## src/rtl/bx_pkg.sv

```systemverilog
package bx_pkg;
  typedef enum logic {
    BX_DIR_TO_CPU = 1'b0,
    BX_DIR_TO_MEM = 1'b1
  } bx_dir_e;

  typedef enum logic {
    BX_PATH_ODD  = 1'b0,
    BX_PATH_EVEN = 1'b1
  } bx_path_e;
endpackage

```

## src/rtl/bx_hold_cell.sv

```systemverilog
module bx_hold_cell #(
  parameter int unsigned W = 8
) (
  input  logic         clk,
  input  logic         rst_n,
  input  logic         le,
  input  logic [W-1:0] d,
  output logic [W-1:0] q
);
  logic [W-1:0] held;

  always_ff @(posedge clk or negedge rst_n) begin
    if (!rst_n)  held <= '0;
    else if (le) held <= d;
  end

  assign q = le ? d : held;

  // once load has fallen, the output shows what was present at the last enabled edge
  a_r3_capture: assert property (@(posedge clk) disable iff (!rst_n)
    ($past(rst_n) && $past(le) && !le) |-> (q == $past(d)));

  // output stays put while load stays low
  a_r3_hold: assert property (@(posedge clk) disable iff (!rst_n)
    ($past(rst_n) && !$past(le) && !le) |-> $stable(q));
endmodule

```

## src/rtl/bx_latch_word.sv

```systemverilog
module bx_latch_word #(
  parameter int unsigned LANE_W = 8,
  parameter int unsigned LANES  = 2,
  localparam int unsigned W     = LANE_W * LANES
) (
  input  logic         clk,
  input  logic         rst_n,
  input  logic         le,
  input  logic [W-1:0] d,
  output logic [W-1:0] q
);
  for (genvar g = 0; g < LANES; g++) begin : g_lane
    bx_hold_cell #(.W(LANE_W)) u_cell (
      .clk  (clk),
      .rst_n(rst_n),
      .le   (le),
      .d    (d[g*LANE_W +: LANE_W]),
      .q    (q[g*LANE_W +: LANE_W])
    );
  end
endmodule

```

## src/rtl/bx_oe_decode.sv

```systemverilog
module bx_oe_decode
  import bx_pkg::*;
#(
  parameter int unsigned LANES = 2
) (
  input  bx_dir_e          dir,
  input  bx_path_e         path,
  input  logic [LANES-1:0] lane_n,
  output logic [LANES-1:0] x_oe,
  output logic [LANES-1:0] y_oe,
  output logic [LANES-1:0] z_oe
);
  logic to_mem, to_cpu;
  logic even_sel;

  always_comb begin
    to_mem   = (dir == BX_DIR_TO_MEM);
    to_cpu   = (dir == BX_DIR_TO_CPU);
    even_sel = (path == BX_PATH_EVEN);
  end

  for (genvar g = 0; g < LANES; g++) begin : g_lane
    assign x_oe[g] = to_cpu & ~lane_n[g];
    assign y_oe[g] = to_mem &  even_sel & ~lane_n[g];
    assign z_oe[g] = to_mem & ~even_sel & ~lane_n[g];
  end
endmodule

```

## src/rtl/bx_read_mux.sv

```systemverilog
module bx_read_mux
  import bx_pkg::*;
#(
  parameter int unsigned W = 16
) (
  input  bx_path_e     path,
  input  logic [W-1:0] even_q,
  input  logic [W-1:0] odd_q,
  output logic [W-1:0] sel_q
);
  always_comb begin
    unique case (path)
      BX_PATH_EVEN: sel_q = even_q;
      default:      sel_q = odd_q;
    endcase
  end
endmodule

```

## src/rtl/bus_exchanger_tri.sv

```systemverilog
module bus_exchanger_tri
  import bx_pkg::*;
#(
  parameter int unsigned LANE_W = 8,
  parameter int unsigned LANES  = 2,
  localparam int unsigned W     = LANE_W * LANES
) (
  input  logic             clk,
  input  logic             rst_n,
  input  logic             dir_tx,
  input  logic             path_even,
  input  logic [LANES-1:0] byte_oe_n,
  input  logic             ld_xy,
  input  logic             ld_xz,
  input  logic             ld_yx,
  input  logic             ld_zx,
  input  logic [W-1:0]     x_in,
  output logic [W-1:0]     x_out,
  output logic [LANES-1:0] x_oe,
  input  logic [W-1:0]     y_in,
  output logic [W-1:0]     y_out,
  output logic [LANES-1:0] y_oe,
  input  logic [W-1:0]     z_in,
  output logic [W-1:0]     z_out,
  output logic [LANES-1:0] z_oe
);
  bx_dir_e  dir_e;
  bx_path_e path_e;
  logic [W-1:0] rd_even_q, rd_odd_q;

  assign dir_e  = bx_dir_e'(dir_tx);
  assign path_e = bx_path_e'(path_even);

  bx_latch_word #(.LANE_W(LANE_W), .LANES(LANES)) u_wr_even (
    .clk(clk), .rst_n(rst_n), .le(ld_xy), .d(x_in), .q(y_out));

  bx_latch_word #(.LANE_W(LANE_W), .LANES(LANES)) u_wr_odd (
    .clk(clk), .rst_n(rst_n), .le(ld_xz), .d(x_in), .q(z_out));

  bx_latch_word #(.LANE_W(LANE_W), .LANES(LANES)) u_rd_even (
    .clk(clk), .rst_n(rst_n), .le(ld_yx), .d(y_in), .q(rd_even_q));

  bx_latch_word #(.LANE_W(LANE_W), .LANES(LANES)) u_rd_odd (
    .clk(clk), .rst_n(rst_n), .le(ld_zx), .d(z_in), .q(rd_odd_q));

  bx_read_mux #(.W(W)) u_mux (
    .path(path_e), .even_q(rd_even_q), .odd_q(rd_odd_q), .sel_q(x_out));

  bx_oe_decode #(.LANES(LANES)) u_oe (
    .dir(dir_e), .path(path_e), .lane_n(byte_oe_n),
    .x_oe(x_oe), .y_oe(y_oe), .z_oe(z_oe));

  // X never drives together with a memory port
  a_r10_no_contention: assert property (@(posedge clk) disable iff (!rst_n)
    !((|x_oe) && ((|y_oe) || (|z_oe))));

  // the two memory ports are never driven together
  a_r10_mem_exclusive: assert property (@(posedge clk) disable iff (!rst_n)
    !((|y_oe) && (|z_oe)));

  // the even write stage is transparent while loading
  a_r2_pass_through: assert property (@(posedge clk) disable iff (!rst_n)
    ld_xy |-> (y_out == x_in));

  // with both read stages transparent, X follows the selected memory input
  a_r6_path_follow: assert property (@(posedge clk) disable iff (!rst_n)
    (ld_yx && ld_zx) |-> (x_out == (path_even ? y_in : z_in)));
endmodule

```

## config.mk

```make
export PLATFORM = sky130hd
export DESIGN_NAME = bus_exchanger_tri
export DESIGN_NICKNAME = d
export VERILOG_FILES = /design/src/rtl/bx_pkg.sv /design/src/rtl/bx_hold_cell.sv /design/src/rtl/bx_latch_word.sv /design/src/rtl/bx_oe_decode.sv /design/src/rtl/bx_read_mux.sv /design/src/rtl/bus_exchanger_tri.sv
export SDC_FILE = /design/constraint.sdc
export NUM_CORES = 1
export LEC_CHECK = 0
export ABC_CLOCK_PERIOD_IN_PS = 1900
export BUFFER_PORTS_ARGS = -buffer_cell sky130_fd_sc_hd__buf_2
export CAP_MARGIN = 40
export CORE_MARGIN = 3
export CORE_UTILIZATION = 48
export CTS_CLUSTER_SIZE = 20
export DETAILED_ROUTE_END_ITERATION = 6
export PLACE_DENSITY = 0.77
export SETUP_SLACK_MARGIN = 0.05
export SYNTH_ARGS = -nofsm -noshare
export SYNTH_HDL_FRONTEND = slang
export SYNTH_SLANG_ARGS = --single-unit
```

## constraint.sdc

```tcl
create_clock -name clk -period 1.9 [get_ports clk]
set_clock_uncertainty 0.15 [all_clocks]
set_input_delay 0.475 -clock clk [delete_from_list [all_inputs] [get_ports clk]]
set_output_delay 0.475 -clock clk [all_outputs]
set_load 0.005 [all_outputs]
```

==> out/qor.yml <==
status: "finished, violations left"
violations: "negative setup slack"
drt-initial-drc-count: 70
multiInputGateArea_mm2: 0.00118
syn-num-nets: 220
path_max_fanout: 8
instances_no_fill: 380
r2r_cells: 4
hold_path_class: "in2reg"
pwr-share-seq_pct: 43.9
clockBufferDepth: 2
numClockSinks: 64
grt_pass1_vias: 2006
cts_root_buf: "clkbuf_8"
drive_gt1_share_pct: 73.9
ys_warn_count: 0
power_w: 0.00351
grt.total_usage_pct: 21.3
cts_tree: "yes"
syn2layout_area_growth_pct: 54.0
grt_pass1_wl_um: 10100
cap_viol_max_count: 0
grt_start_max_net_pins: 65
antenna_cells: 0
hold_viol_final: 0
slew-limit-headroom_pct: 78.1
cts_buffers: 9
clock_latency_ns: 0.33
finalCritPeriodShare_pct: 108
syn_area_mm2: 0.00270
p_comb_share_pct: 23.1
setup_viol: 16
drc_errors: 0
endpoint: "x_out[14]"
leakage_nw: 2.17
ff2ff_setup_slack_ns: 0.63
via_per_inst: 5.01
hold_ws_ns: 0.235
crit_start: "ld_zx"
port_buffers: 111
min_from: "y_in[8]"
power.density_mw_per_mm2: 842
r2r_end: "u_rd_odd.g_lane[1].u_cell.held[1]$_DFF_PN0_"
antenna_found_initial: 0
dieArea_mm2: 0.00657
slew_violations: 0
period_needed_ns: 2.05
regArea_mm2: 0.00160
r2r_start: "u_rd_odd.g_lane[1].u_cell.held[1]$_DFF_PN0_"
worstPathArrival_ns: 1.43
seq_area_frac_synth_pct: 59.3
core_area_mm2: 0.00527
grt_overflow_total: 0
cts.htree.levels: 3
tightest_slew_ns: 0.328
ant_nets: 0
post-dp-hpwl_um: 4130
dp.cells: 347
routabilityCongestion: 0.733
nFillCells: 330
placed_area_mm2: 0.00347
synthCells: 162
fmax_mhz: 487
critPathCaptureType: "output pin"
pwr-share-clk_pct: 32.9
max-vdd-ir-drop_mv: 0.719
die_h_um: 81.0
dr.pass1.iters: 4
p_sw_w: 0.000815
synth_area_per_cell_um2: 16.7
routed_wl_um: 7080
worst-endpoint-required_ns: 1.27
yosysUniqueCellTypes: 10
ios: 112
start_util_pct: 51.3
fp-row-count: 26
clkSlewWorstSetupHoldPaths_ns: 0.07
fp.dieW_um: 81.0
layout.nets: 363
rsz0062_at_grt: "yes"
p_int_w: 0.00269
start_kind: "input pin"
setup_ws_ns: -0.154
swShare_pct: 23.3
synth_seq_cells: 64
wl_per_cell_um: 18.6
path_class: "in2out"
num_vias: 1903
final_area_mm2: 0.00416
-- worst min path at each step --
stage | to | slack, ns | cells past startpoint
finish | u_rd_even.g_lane[1].u_cell.held[0]$_DFF_PN0_ | 0.24 | 2
global route | u_rd_even.g_lane[1].u_cell.held[0]$_DFF_PN0_ | 0.21 | 2
CTS | u_rd_odd.g_lane[1].u_cell.held[4]$_DFF_PN0_ | 0.22 | 2
detailed placement | u_wr_odd.g_lane[0].u_cell.held[6]$_DFF_PN0_ | 0.32 | 1
global placement | u_wr_odd.g_lane[0].u_cell.held[5]$_DFF_PN0_ | 0.31 | 1
floorplan | u_rd_even.g_lane[0].u_cell.held[0]$_DFF_PN0_ | 0.03 | 0
-- worst max-delay path: stages --
cell	delay, ns
buf_12	0.11
buf_12	0.14
mux2_4	0.31
mux2_4	0.28
buf_6	0.12
-- registers in the layout (all words and copies together) (netlist names) --
| register | flops |
|---|---|
| u_rd_odd.g_lane.u_cell.held | 16 |
| u_rd_even.g_lane.u_cell.held | 16 |
| u_wr_odd.g_lane.u_cell.held | 16 |
| u_wr_even.g_lane.u_cell.held | 16 |
-- metrics by stage --
| step | setup WS, ns | utilization (%) | setup TNS, ns |
|---|---|---|---|
| CTS | -0.157 | 75.7 | -2.35 |
| detailed placement | -0.238 | 65.9 | -3.10 |
| finish | -0.154 | 79.0 | -2.36 |
| global route | -0.175 | 79.0 | -2.61 |
| global placement | -0.217 | 65.9 | -3.04 |
| floorplan | -0.0117 | - | -0.117 |
-- kinds of logic after synthesis --
family,after synthesis,synth area share (%)
buffers and inverters,10,3.43
DFF,64,59.3
muxes,80,36.1
and+or+nand+nor,8,1.20
-- what timing repair did --
action,4_1_cts,5_1_grt
gates resized for setup,44,29
setup buffers,6,6
setup endpoints to repair,19,30
hold endpoints to repair,3,0
gates cloned,3,1
pin swaps,0,0
hold buffers,1,0
-- power groups by stage --
stage               Sequential [W]  Combinational [W]  Clock (W)
CTS                        0.00154           0.000730    0.00118
global route               0.00155           0.000866    0.00127
global placement           0.00155           0.000583          0
detailed placement         0.00156           0.000595          0
floorplan                  0.00154           0.000320          0
finish                     0.00154           0.000811    0.00115
-- placed cells by master, fill, tap and decap left out --
| master | synthesis | layout |
|---|---|---|
| buf_6 | 2 | 18 |
| buf_2 | 6 | 91 |
| buf_16 | 0 | 3 |
| clkbuf_8 | 0 | 11 |
| clkbuf_16 | 0 | 1 |
| buf_8 | 0 | 1 |
| clkbuf_1 | 0 | 2 |
| dlygate4sd3_1 | 0 | 1 |
| nor2_1 | 6 | 6 |
| mux2_1 | 20 | 6 |
| bufinv_16 | 0 | 1 |
| mux2_4 | 20 | 66 |
| clkinv_2 | 0 | 2 |
| buf_4 | 0 | 19 |
| buf_12 | 2 | 8 |
| mux2_2 | 40 | 8 |
| dfrtp_1 | 64 | 64 |
| nand2b_1 | 1 | 1 |
| nand2_1 | 1 | 1 |
-- cell usage after synthesis (all sizes together) --
master / instances / area, µm²
dfrtp: 64 / 1600
mux2: 80 / 976
nand2b: 1 / 6.26
nor2: 6 / 22.5
nand2: 1 / 3.75
buf: 10 / 92.6
-- cell type report --
| class | instances | area share (%) |
|---|---|---|
| multi-input cells | 88 | 28.4 |
| clock buffers | 13 | 3.82 |
| well taps | 70 | 2.10 |
| flip-flops and latches | 64 | 38.5 |
| repair buffers | 142 | 26.3 |
| clock inverters | 3 | 0.962 |
-- layer usage --
metal  global-route usage, %  vias up  wire length [µm]
met5                       0        -                 0
met4                    11.8        0               183
met3                    7.87       20               544
met2                    34.7       90              3600
met1                    24.1      942              2750
li1                        -      851                 -
No activity file was read; power rests on OpenSTA's default activity.
